<file path="config.mk">
export PLATFORM = sky130hd
export DESIGN_NAME = bmdma_regs
export DESIGN_NICKNAME = d
export VERILOG_FILES = /design/src/rtl/bmdma_pkg.sv /design/src/rtl/bmdma_decode.sv /design/src/rtl/bmdma_ctrl.sv /design/src/rtl/bmdma_addr.sv /design/src/rtl/bmdma_regs.sv
export SDC_FILE = /design/constraint.sdc
export NUM_CORES = 1
export LEC_CHECK = 0
export BUFFER_PORTS_ARGS = -buffer_cell sky130_fd_sc_hd__buf_2
export CORE_MARGIN = 5
export CORE_UTILIZATION = 50
export CTS_BUF_LIST = sky130_fd_sc_hd__clkbuf_16
export DETAILED_ROUTE_END_ITERATION = 10
export PLACE_DENSITY = 0.75
export SETUP_SLACK_MARGIN = 0.15
export SYNTH_ARGS = -nofsm -noshare
export SYNTH_HDL_FRONTEND = slang
export SYNTH_SLANG_ARGS = --single-unit
</file>
<file path="constraint.sdc">
create_clock -name clk -period 4 [get_ports clk]
set_clock_uncertainty 0.15 [all_clocks]
set_input_delay 0.4 -clock clk [delete_from_list [all_inputs] [get_ports clk]]
set_output_delay 0.4 -clock clk [all_outputs]
set_load 0.03 [all_outputs]
</file>
<file path="src/rtl/bmdma_pkg.sv">
package bmdma_pkg;

    localparam int REG_W    = 32;
    localparam int LANES    = REG_W / 8;
    localparam int OFS_W    = $clog2(LANES);
    localparam int ADDR_W   = OFS_W + 1;

    localparam logic [ADDR_W-1:0] CMD_OFS  = 3'd0;
    localparam logic [ADDR_W-1:0] STAT_OFS = 3'd2;

    localparam int CMD_GO   = 0;
    localparam int CMD_DIR  = 3;
    localparam int ST_ACT   = 0;
    localparam int ST_ERR   = 1;
    localparam int ST_IRQ   = 2;
    localparam int ST_SPARE = 5;
    localparam int ALIGN_W  = 2;

    typedef enum logic [1:0] {
        SZ_BYTE = 2'd0,
        SZ_HALF = 2'd1,
        SZ_WORD = 2'd2,
        SZ_WIDE = 2'd3
    } xfer_sz_e;

    typedef struct packed {
        logic              cmd_wr;
        logic              cmd_rd;
        logic              stat_wr;
        logic              stat_rd;
        logic              base_wr;
        logic              base_rd;
        logic [LANES-1:0]  lanes;
        logic [OFS_W-1:0]  off;
    } acc_t;

    function automatic int unsigned bytes_of(xfer_sz_e s);
        case (s)
            SZ_BYTE: return 1;
            SZ_HALF: return 2;
            default: return 4;
        endcase
    endfunction

    function automatic logic [REG_W-1:0] width_mask(xfer_sz_e s);
        logic [REG_W-1:0] m;
        m = '0;
        for (int i = 0; i < LANES; i++)
            if (i < int'(bytes_of(s))) m[i*8 +: 8] = 8'hFF;
        return m;
    endfunction

    function automatic logic [LANES-1:0] lane_sel(logic [OFS_W-1:0] off, xfer_sz_e s);
        logic [LANES-1:0] l;
        l = '0;
        for (int i = 0; i < LANES; i++)
            if (i >= int'(off) && i < int'(off) + int'(bytes_of(s))) l[i] = 1'b1;
        return l;
    endfunction

endpackage

</file>
<file path="src/rtl/bmdma_decode.sv">
module bmdma_decode
    import bmdma_pkg::*;
(
    input  logic              req,
    input  logic              we,
    input  logic [ADDR_W-1:0] addr,
    input  xfer_sz_e          sz,
    output acc_t              acc
);
    logic in_base;
    logic byte_acc;

    always_comb begin
        in_base      = addr[ADDR_W-1];
        byte_acc     = (sz == SZ_BYTE);
        acc          = '0;
        acc.off      = addr[OFS_W-1:0];
        acc.lanes    = lane_sel(addr[OFS_W-1:0], sz);
        acc.cmd_wr   = req &  we & byte_acc & (addr == CMD_OFS);
        acc.cmd_rd   = req & ~we & byte_acc & (addr == CMD_OFS);
        acc.stat_wr  = req &  we & byte_acc & (addr == STAT_OFS);
        acc.stat_rd  = req & ~we & byte_acc & (addr == STAT_OFS);
        acc.base_wr  = req &  we & in_base;
        acc.base_rd  = req & ~we & in_base;
    end
endmodule

</file>
<file path="src/rtl/bmdma_ctrl.sv">
module bmdma_ctrl
    import bmdma_pkg::*;
(
    input  logic       clk,
    input  logic       rst,
    input  acc_t       acc,
    input  logic [7:0] wbyte,
    input  logic       drv_irq,
    input  logic       eng_done,
    input  logic       eng_fault,
    output logic [7:0] cmd_view,
    output logic [7:0] stat_view,
    output logic       go_rise,
    output logic       eng_start,
    output logic       eng_cancel,
    output logic       eng_dir
);
    logic       go_q, dir_q, act_q, err_q, irq_q, irq_prev;
    logic [1:0] spare_q;
    logic       start_q, cancel_q;
    logic       go_new, go_chg, irq_edge;

    assign go_new   = wbyte[CMD_GO];
    assign go_chg   = acc.cmd_wr & (go_new != go_q);
    assign go_rise  = go_chg & go_new;
    assign irq_edge = drv_irq & ~irq_prev;

    always_ff @(posedge clk) begin
        if (rst) begin
            cancel_q <= act_q;
            start_q  <= 1'b0;
            go_q     <= 1'b0;
            dir_q    <= 1'b0;
            act_q    <= 1'b0;
            err_q    <= 1'b0;
            irq_q    <= 1'b0;
            spare_q  <= 2'b00;
            irq_prev <= 1'b0;
        end else begin
            start_q  <= 1'b0;
            cancel_q <= 1'b0;
            irq_prev <= drv_irq;
            if (eng_done) act_q <= 1'b0;
            if (acc.cmd_wr) begin
                go_q  <= go_new;
                dir_q <= wbyte[CMD_DIR];
                if (go_chg) begin
                    if (!go_new) begin
                        act_q    <= 1'b0;
                        cancel_q <= 1'b1;
                    end else if (!act_q) begin
                        act_q   <= 1'b1;
                        start_q <= 1'b1;
                    end
                end
            end
            if (acc.stat_wr) begin
                spare_q <= wbyte[ST_SPARE +: 2];
                if (wbyte[ST_ERR]) err_q <= 1'b0;
                if (wbyte[ST_IRQ]) irq_q <= 1'b0;
            end
            if (eng_fault) err_q <= 1'b1;
            if (irq_edge)  irq_q <= 1'b1;
        end
    end

    always_comb begin
        cmd_view           = '0;
        cmd_view[CMD_GO]   = go_q;
        cmd_view[CMD_DIR]  = dir_q;
        stat_view          = '0;
        stat_view[ST_ACT]  = act_q;
        stat_view[ST_ERR]  = err_q;
        stat_view[ST_IRQ]  = irq_q;
        stat_view[ST_SPARE +: 2] = spare_q;
    end

    assign eng_start  = start_q;
    assign eng_cancel = cancel_q;
    assign eng_dir    = dir_q;
endmodule

</file>
<file path="src/rtl/bmdma_addr.sv">
module bmdma_addr
    import bmdma_pkg::*;
(
    input  logic             clk,
    input  logic             rst,
    input  acc_t             acc,
    input  xfer_sz_e         sz,
    input  logic [REG_W-1:0] wdata,
    input  logic             go_rise,
    output logic [REG_W-1:0] rd_base,
    output logic [REG_W-1:0] cur_ptr
);
    logic [REG_W-1:0] base_q;
    logic [REG_W-1:0] wshift;

    assign wshift = wdata << (8 * acc.off);

    for (genvar i = 0; i < LANES; i++) begin : g_lane
        if (i == 0) begin : g_low
            always_ff @(posedge clk) begin
                if (rst)
                    base_q[7:0] <= '0;
                else if (acc.base_wr && acc.lanes[0])
                    base_q[7:0] <= {wshift[7:ALIGN_W], {ALIGN_W{1'b0}}};
            end
        end else begin : g_hi
            always_ff @(posedge clk) begin
                if (rst)
                    base_q[i*8 +: 8] <= '0;
                else if (acc.base_wr && acc.lanes[i])
                    base_q[i*8 +: 8] <= wshift[i*8 +: 8];
            end
        end
    end

    always_ff @(posedge clk) begin
        if (rst)          cur_ptr <= '0;
        else if (go_rise) cur_ptr <= base_q;
    end

    assign rd_base = (base_q >> (8 * acc.off)) & width_mask(sz);
endmodule

</file>
<file path="src/rtl/bmdma_regs.sv">
module bmdma_regs
    import bmdma_pkg::*;
(
    input  logic        clk,
    input  logic        rst,
    input  logic        req,
    input  logic        we,
    input  logic [2:0]  addr,
    input  logic [1:0]  sz,
    input  logic [31:0] wdata,
    output logic [31:0] rdata,
    input  logic        drv_irq,
    output logic        host_irq,
    input  logic        eng_done,
    input  logic        eng_fault,
    output logic        eng_start,
    output logic        eng_cancel,
    output logic        eng_dir,
    output logic [31:0] cur_ptr
);
    acc_t             acc;
    xfer_sz_e         sz_e;
    logic [7:0]       cmd_view, stat_view;
    logic [REG_W-1:0] rd_base;
    logic             go_rise;

    assign sz_e = xfer_sz_e'(sz);

    bmdma_decode u_dec (
        .req(req), .we(we), .addr(addr), .sz(sz_e), .acc(acc)
    );

    bmdma_ctrl u_ctrl (
        .clk(clk), .rst(rst), .acc(acc), .wbyte(wdata[7:0]),
        .drv_irq(drv_irq), .eng_done(eng_done), .eng_fault(eng_fault),
        .cmd_view(cmd_view), .stat_view(stat_view), .go_rise(go_rise),
        .eng_start(eng_start), .eng_cancel(eng_cancel), .eng_dir(eng_dir)
    );

    bmdma_addr u_addr (
        .clk(clk), .rst(rst), .acc(acc), .sz(sz_e), .wdata(wdata),
        .go_rise(go_rise), .rd_base(rd_base), .cur_ptr(cur_ptr)
    );

    always_ff @(posedge clk) begin
        if (rst)
            rdata <= '0;
        else if (req && !we) begin
            if (acc.base_rd)      rdata <= rd_base;
            else if (acc.cmd_rd)  rdata <= {24'd0, cmd_view};
            else if (acc.stat_rd) rdata <= {24'd0, stat_view};
            else                  rdata <= '0;
        end
    end

    assign host_irq = drv_irq;
endmodule

</file>
# Word level (Yosys, flattened, before mapping)
# Index checks and enable logic that the tools add are counted.
word_totals:
  ff_bits: 102
op_classes:
  n_reduce_logical: 18
  eq_ne: 3
  mux: 28
  n_bitwise: 19
  shifts: 2
  n_addsub: 1
  order_cmp: 11
ops:
  columns: ["cell", "n"]
  rows:
  - ["< comparator 3 x 32 -> 1 bit, first input constant", 2]
  - ["adder 3 x 32 -> 32 bit", 1]
  - ["AND 32 bit", 1]
  - ["< comparator 1 x 32 -> 1 bit, first input constant", 1]
  - ["< comparator 2 x 32 -> 1 bit, first input constant", 1]
  - ["two-way mux 32 bit", 1]
  - ["two-way mux 8 bit", 4]
  - ["<< shifter 32 x 5 -> 32 bit", 1]
  - [">> shifter 32 x 5 -> 32 bit", 1]
  - ["two-way mux 1 bit", 20]
  - ["two-way mux 7 bit", 2]
  - ["AND 1 bit", 13]
  - ["logical AND 1 bit", 8]
  - ["nonzero test 2 bit", 4]
  - ["< comparator 1 x 3 -> 1 bit, first input constant", 2]
  - ["< comparator 2 x 3 -> 1 bit, first input constant", 2]
  - ["one-hot mux 3 bit (2 select lines)", 1]
  - ["inverter 1 bit", 5]
  - [">= comparator 1 x 2 -> 1 bit, first input constant", 2]
  - ["AND reduction 2 bit", 2]
  - ["OR reduction 4 bit", 1]
  - ["== test 3 x 2 -> 1 bit, second input constant", 1]
  - ["zero test 3 bit", 1]
  - ["== test 2 x 1 -> 1 bit, second input constant", 1]
  - ["4 further kinds", 4]

# Longest topological paths before layout
# Gate-level depths: netlist of the first run.
depth:
  word_depth: 7
  ltp_mapped: 9
  depth_no_buf: 8

# By module
# From an unflattened synthesis of the first run, not the netlist that was laid out.
hier_totals:
  hier_cells: 574
  area_unflattened_um2: 5094.9
modules_own_cells:
  columns: ["module", "cells_each", "area_each_um2", "seq_area_each_um2", "instances"]
  rows:
  - ["bmdma_addr", 336, 3061.7, 1201.2, 1]
  - ["bmdma_regs", 157, 1346.3, 640.6, 1]
  - ["bmdma_ctrl", 53, 464.2, 200.2, 1]
  - ["bmdma_decode", 28, 222.7, 0.0, 1]

# Worst setup path before layout of the first run
# Ideal clock, no wire load.
synth_timing:
  path_kind: "input port to flip-flop"
  startpoint: "in addr[1]"
  endpoint: "reg u_addr.base_q[16]"
  path_slack_ps: 1510
  stages: 8
  n_path_buf: 2
  setup_time_ps: 72
  t_arrival_ps: 2268
  path_cell_list: "buf_4 buf_4 inv_1 fa_1 nor3b_4 o21ai_2 o221ai_4 mux2i_1"
synth_via:
  elab_chain_cells: 5
synth_lines:
  columns: ["item", "line_no", "rtl"]
  rows:
  - ["from (decl)", "bmdma_regs.sv:8", "input logic [2:0] addr,"]
  - ["adder 3 x 32 -> 32 bit", "bmdma_pkg.sv:57", "if (i >= int'(off) && i < int'(off) + int'(bytes_of(s))) l[i] = 1'b1;"]
  - ["< comparator 3 x 32 -> 1 bit", "bmdma_pkg.sv:57", null]
  - ["logical AND 1 bit", "bmdma_pkg.sv:57", null]
  - ["two-way mux 1 bit", "bmdma_pkg.sv:57", null]
  - ["logical AND 1 bit", "bmdma_addr.sv:30", "else if (acc.base_wr && acc.lanes[i])"]
  - ["to (signal, indexed assignment)", "bmdma_addr.sv:31", "base_q[i*8 +: 8] <= wshift[i*8 +: 8];"]
  - ["to (decl)", "bmdma_addr.sv:13", "logic [REG_W-1:0] base_q;"]
# Parallel ways exist; a longest one is shown, timed or not.
# A chain may end at the register's enable or synchronous reset.

# Worst setup path in the final report of the first run
layout_timing:
  startpoint: "in sz[0]"
  endpoint: "reg u_addr.base_q[8]"
layout_via:
  elab_chain_cells: 7
layout_lines:
  columns: ["item", "line_no", "rtl"]
  rows:
  - ["from (decl)", "bmdma_regs.sv:9", "input logic [1:0] sz,"]
  - ["== test 2 x 1 -> 1 bit / zero test 2 bit (equally long branches)", "bmdma_pkg.sv:38", "case (s)"]
  - ["one-hot mux 3 bit (2 select lines) (*)", "bmdma_pkg.sv:38", null]
  - ["adder 3 x 32 -> 32 bit (*)", "bmdma_pkg.sv:57", null]
  - ["< comparator 2 x 32 -> 1 bit (*)", "bmdma_pkg.sv:57", null]
  - ["logical AND 1 bit (*)", "bmdma_pkg.sv:57", null]
  - ["two-way mux 1 bit (*)", "bmdma_pkg.sv:57", null]
  - ["logical AND 1 bit (*)", "bmdma_addr.sv:30", null]
# Mark *: on every way between the ends. The rest lies on a longest branch, timed or not.

==> results of run 1 <==
-- routing by layer --
metal	global-route usage	share of wire	vias to the layer above
li1	-	-	2091
met1	0.319	0.43	2065
met2	0.384	0.47	176
met3	0.0454	0.080	26
met4	0.0866	0.024	0
met5	0	0	-
-- path summary, 6_finish.rpt --
| check | startpoint | to | slack, ns | cells past startpoint |
|---|---|---|---|---|
| setup / recovery | sz[0] | u_addr.base_q[8] | 1.52 | 9 |
| hold / removal | drv_irq | u_ctrl.irq_prev | 0.16 | 2 |
| setup reg to reg | u_ctrl.go_q | u_addr.cur_ptr[26] | 1.93 | 4 |
| hold reg to reg | u_addr.cur_ptr[20] | u_addr.cur_ptr[20] | 0.30 | 2 |
-- where the power goes --
part | switching [W] | internal, W | leakage (nW) | total [W]
combinational | 0.000145 | 0.0000807 | 1.40 | 0.000226
clock | 0.000377 | 0.000603 | 0.164 | 0.000980
sequential | 0.0000166 | 0.00103 | 0.824 | 0.00105
total | 0.000539 | 0.00171 | 2.39 | 0.00225
-- metrics by stage --
stage / cells / util / hold WS (ns) / setup slack (ns) / area (sq um)
floorplan: 543 / - / 0.294 / 1.51 / 4820
global placement: 742 / 0.573 / 0.292 / 1.33 / 5350
detailed placement: 742 / 0.573 / 0.295 / 1.21 / 5350
CTS: 757 / 0.608 / 0.151 / 1.55 / 5680
global route: 757 / 0.608 / 0.174 / 1.37 / 5680
finish: 757 / 0.608 / 0.156 / 1.52 / 5680
-- final cells by class --
class	count	share of cell area
Clock buffer	9	0.0397
Clock inverter	6	0.0181
Inverter	7	0.00463
Multi-Input combinational cell	389	0.445
Sequential cell	102	0.360
Tap cell	129	0.0284
Timing Repair Buffer	115	0.104
-- worst max-delay path, stage by stage --
cell	delay, ns
buf_2	0.12
nor2_1	0.20
ha_1	0.20
inv_1	0.06
fa_1	0.42
nor2b_2	0.21
o21ai_2	0.53
a21oi_1	0.15
a311oi_1	0.28
-- placed cells by master (no fill, tap or decap), drive strengths merged, types with 2 or more instances in the layout --
master,n
buf,115
dfxtp,102
nand2,84
a21oi,54
mux2i,47
nor2,42
a22oi,24
nand2b,23
o2bb2ai,18
mux2,15
a311oi,10
nand3,10
o21ai,10
clkbuf,9
nor3,9
inv,8
nor2b,8
o2111ai,7
a221oi,5
ha,3
bufinv,3
nand4,2
o31ai,2
and3,2
a32oi,2
conb,2
clkinv,2
-- state kept, by name (all words and copies together) (netlist names) --
name / flops
u_addr.base_q: 30
u_ctrl.irq_prev: 1
u_ctrl.irq_q: 1
u_ctrl.eng_start: 1
u_ctrl.act_q: 1
u_ctrl.go_q: 1
rdata: 32
u_ctrl.spare_q: 2
u_ctrl.eng_dir: 1
u_addr.cur_ptr: 30
u_ctrl.eng_cancel: 1
u_ctrl.err_q: 1
-- kinds of logic after synthesis --
group | Yosys count | synth area share
DFF | 102 | 0.424
muxes | 62 | 0.133
adders and majority gates | 4 | 0.0120
other | 1 | 0.000779
AOI/OAI and AO/OA | 136 | 0.196
buffers and inverters | 52 | 0.0515
and+or+nand+nor | 185 | 0.183
==> run metrics, run 1 <==
Area growth, synth to finish 17.9%; Core Area 9330 sq um; crit path launch type input port; CTS tree done; routed len/inst 18.3 um; top cells by count, synth dfxtp_1, nand2_1, a21oi_1, mux2i_1, nor2_1; drt first-iter violations 359; Hold Vio Cnt, Final 0; gpl congestion 0.886; initial antenna violation count 0; fillcell total approximately 830; Setup TNS 0 ns; I/O pin cnt 112; initial core utilization 0.516; max cap viols 0; die width 108 um; top cells by area, synth dfxtp_1, mux2i_1, nand2_1, a21oi_1, a22oi_1; Post-synth EDFFs 0; Power Density 397 nW/um^2; Worst VDD drop approximately 190 uV; FMAX 403 MHz; register area 2040 sq um; Arr. time, crit path 2.57 ns; status finished, final reports clean; max-slew violations 0; grt total ovfl 0; Final period util 0.621; # hold bufs at CTS 0; multi-input logic area 2530 sq um; leakage 2.39 nW; Main synth FF type dfxtp_1; Cell Area, Synth 4810 sq um; area fraction of the dominant cell type after synthesis 0.424; Final HPWL DP 10300 um; post-layout power 0.00225 W; Seq cells post-synth 102; Clock Path Buffers 2; Least-Margin Pin Slew 1.19 ns; postcts setup bufs 0; Via density 5.76; unrepaired setup endpoints after global routing false; worst-path maximum fanout 16; Worst-path clk slew 0.07 ns; post-cts sizing count 0; routed wire length 13800 um; minimum clock period 2.48 ns; die area 11700 sq um; n_diodes 0; # H-tree levels 3; DR pass1 iterations 5; Synth cell types 44; normalized max-slew margin 0.210; DR vias 4358; all-layer global routing usage 0.238; vias in the first global route roughly 4000; # rows 35; IO buf count around 110; Clk Latency, worst-skew pair 0.34 ns; Warnings, synthesis 0; cts bufs inserted 9; Post-Syn Area per Cell just under 9 sq um; Worst setup EP type flip-flop; final setup violation count 0; worst hold path class input port to flip-flop; CP required 4.09 ns; Synth area leader dfxtp_1; Mapped Cells ~540; most common cell in the netlist dfxtp_1; Routed Antenna Nets 0; Final nets between 600 and 700; largest net degree at the start of global routing 59; async set-reset flop share out of synthesis 0; # DRC 0; die height 108 um; first-pass GRT wire length around 22000 um; share of layout cells above drive strength 1 0.248; CTS root buf clkbuf_16; WS Path Type input port to flip-flop; total clock sinks 102; sequential area share after synthesis 0.424
Power figures use the tool's default switching activity.
==> run 2: changes to the inputs <==
ABC_AREA = 1   (was unset)
PLACE_DENSITY = 0.74   (was 0.75)
clock period = 2.55 ns   (was 4 ns; I/O delays follow)
==> run metrics, run 2 <==
minimum clock period ~2.0 ns; WS Path Type input port to flip-flop; Clk Latency, worst-skew pair 0.35 ns; Largest Register rdata; min-delay src eng_done; max cap viols 0; Warnings, synthesis 0; Final HPWL DP 12300 um; share of layout cells above drive strength 1 0.217; Cell Count, Final, Fillers Out 978; Arr. time, crit path about 2.1 ns; multi-input logic area 2520 sq um; # rows 37; initial antenna violation count 0; Clock Path Buffers 2; final setup violation count 0; CTS tree done; postcts setup bufs 0; worst reg2reg setup slack 1.07 ns; crit path launch type input port; gpl congestion about 0.96; post-cts sizing count 0; register area 2040 sq um; Mapped Cells about 750; Critical R2R Launch u_ctrl.go_q; Post-Syn Area per Cell around 6.9 sq um; Seq cells post-synth 102; CTS root buf clkbuf_16; Hold Vio Cnt, Final 0; Power Density 573 nW/um^2; Final period util 0.779; worst hold path class input port to flip-flop; Routed Antenna Nets 0; Worst setup EP type flip-flop; DP Area 5670 sq um; vias in the first global route 5032; Main synth FF type dfxtp_1; all-layer global routing usage 0.259; sequential area share after synthesis 0.400; n_diodes 0; Worst VDD drop roughly 400 uV; largest net degree at the start of global routing 39; normalized max-slew margin 0.570; top cells by count, synth nand2_1, dfxtp_1, nand3_1, nor2_1, inv_1; first-pass GRT wire length between 20000 and 30000 um; total clock sinks 102; Least-Margin Pin Slew 0.643 ns; most common cell in the netlist nand2_1; fin area 5980 sq um; Final nets 885; die height 111 um; final core utilization 0.590; most frequent cells in the layout nand2_1, buf_2, dfxtp_1; initial core utilization 0.504; drt first-iter violations 338; DR pass1 iterations 7; DR vias 5189; CP required 2.66 ns; die area 12300 sq um; routed wire length 16000 um; leakage roughly 2.7 nW; # DRC 0; area fraction of the dominant cell type after synthesis 0.400; I/O pin cnt 112; top cells by area, synth dfxtp_1, nand2_1, nand3_1, a21oi_1, nor2_1; # H-tree levels 3; worst-path maximum fanout 8; Cell Area, Synth 5110 sq um; max-slew violations 0; Fin Hold WS 0.0137 ns; fillcell total ~1000; Post-synth EDFFs 0; die width roughly 110 um; Synth area leader dfxtp_1; Worst-path clk slew ~0.07 ns; placed cells 960; grt total ovfl 0; async set-reset flop share out of synthesis 0; Largest regs rdata (32), u_addr.base_q (30), u_addr.cur_ptr (30); worst r2r dst u_addr.cur_ptr[22]; max reg flops 32; status finished, final reports clean; routed len/inst 16.4 um; cts bufs inserted 9; Setup TNS 0 ns; Area growth, synth to finish 17.1%; FMAX around 500 MHz; hold endpoint u_ctrl.act_q; IO buf count around 110; most common cell after layout, fill and taps aside nand2_1; Synth cell types 32; Via density about 5.3; Reg2Reg Depth 4; unrepaired setup endpoints after global routing false; Core Area 10100 sq um; hold-critical path depth 3
==> run 2: report_power, final <==
group	leakage (nW)	internal, W	total [W]	switching [W]
clock network	0.147	0.000756	0.00137	0.000617
logic	1.71	0.000122	0.000407	0.000286
registers	0.825	0.00162	0.00165	0.0000265
==> run 2: cells by family after synthesis <==
kind of cell	count (synthesis)	share of synthesized area
simple gates	389	0.340
compound gates	127	0.140
buf+inv	122	0.108
flops	102	0.400
fa+ha+maj	4	0.0113
other cells	1	0.000734
==> run 2: stage by stage <==
stage | setup slack, ns | power (W)
final | 0.565 | 0.00343
after global routing | 0.439 | 0.00354
after CTS | 0.592 | 0.00343
after detailed placement | 0.240 | 0.00208
after global placement | 0.375 | 0.00207
after floorplan | 0.447 | 0.00194
==> run 2: per-layer routing <==
layer / track usage / routed length [um]
met1: 0.332 / 6930
met2: 0.429 / 7400
met3: 0.0535 / 1190
met4: 0.0965 / 517
met5: 0 / 0
==> run 2: area by class of cell <==
| type | count | area share |
|---|---|---|
| Clock buffer | 9 | 0.0376 |
| Multi-Input combinational cell | 522 | 0.421 |
| Timing Repair Buffer | 124 | 0.111 |
| Tap cell | 136 | 0.0284 |
| Inverter | 78 | 0.0502 |
| Clock inverter | 7 | 0.0109 |
| Sequential cell | 102 | 0.341 |
==> run 2: worst max-delay path: stages <==
cell,delay [ns]
buf_2,0.14
nor2_4,0.14
ha_1,0.20
inv_1,0.06
fa_1,0.38
nand2_1,0.12
inv_1,0.06
o21ai_1,0.44
nand2_1,0.11
a21oi_1,0.20
==> run 2: worst max-delay path by stage <==
stage | startpoint | to
after detailed placement | sz[1] | u_addr.base_q[31]
final | sz[1] | u_addr.base_q[31]
after global routing | sz[1] | u_addr.base_q[31]
after floorplan | addr[1] | u_addr.base_q[16]
after global placement | sz[0] | u_addr.base_q[31]
after CTS | sz[1] | u_addr.base_q[31]
==> run 2: repair_timing <==
action	4_1_cts	5_1_grt
hold endpoints to repair	2	0
endpoints found under the setup margin	0	0
hold buffers	2	0
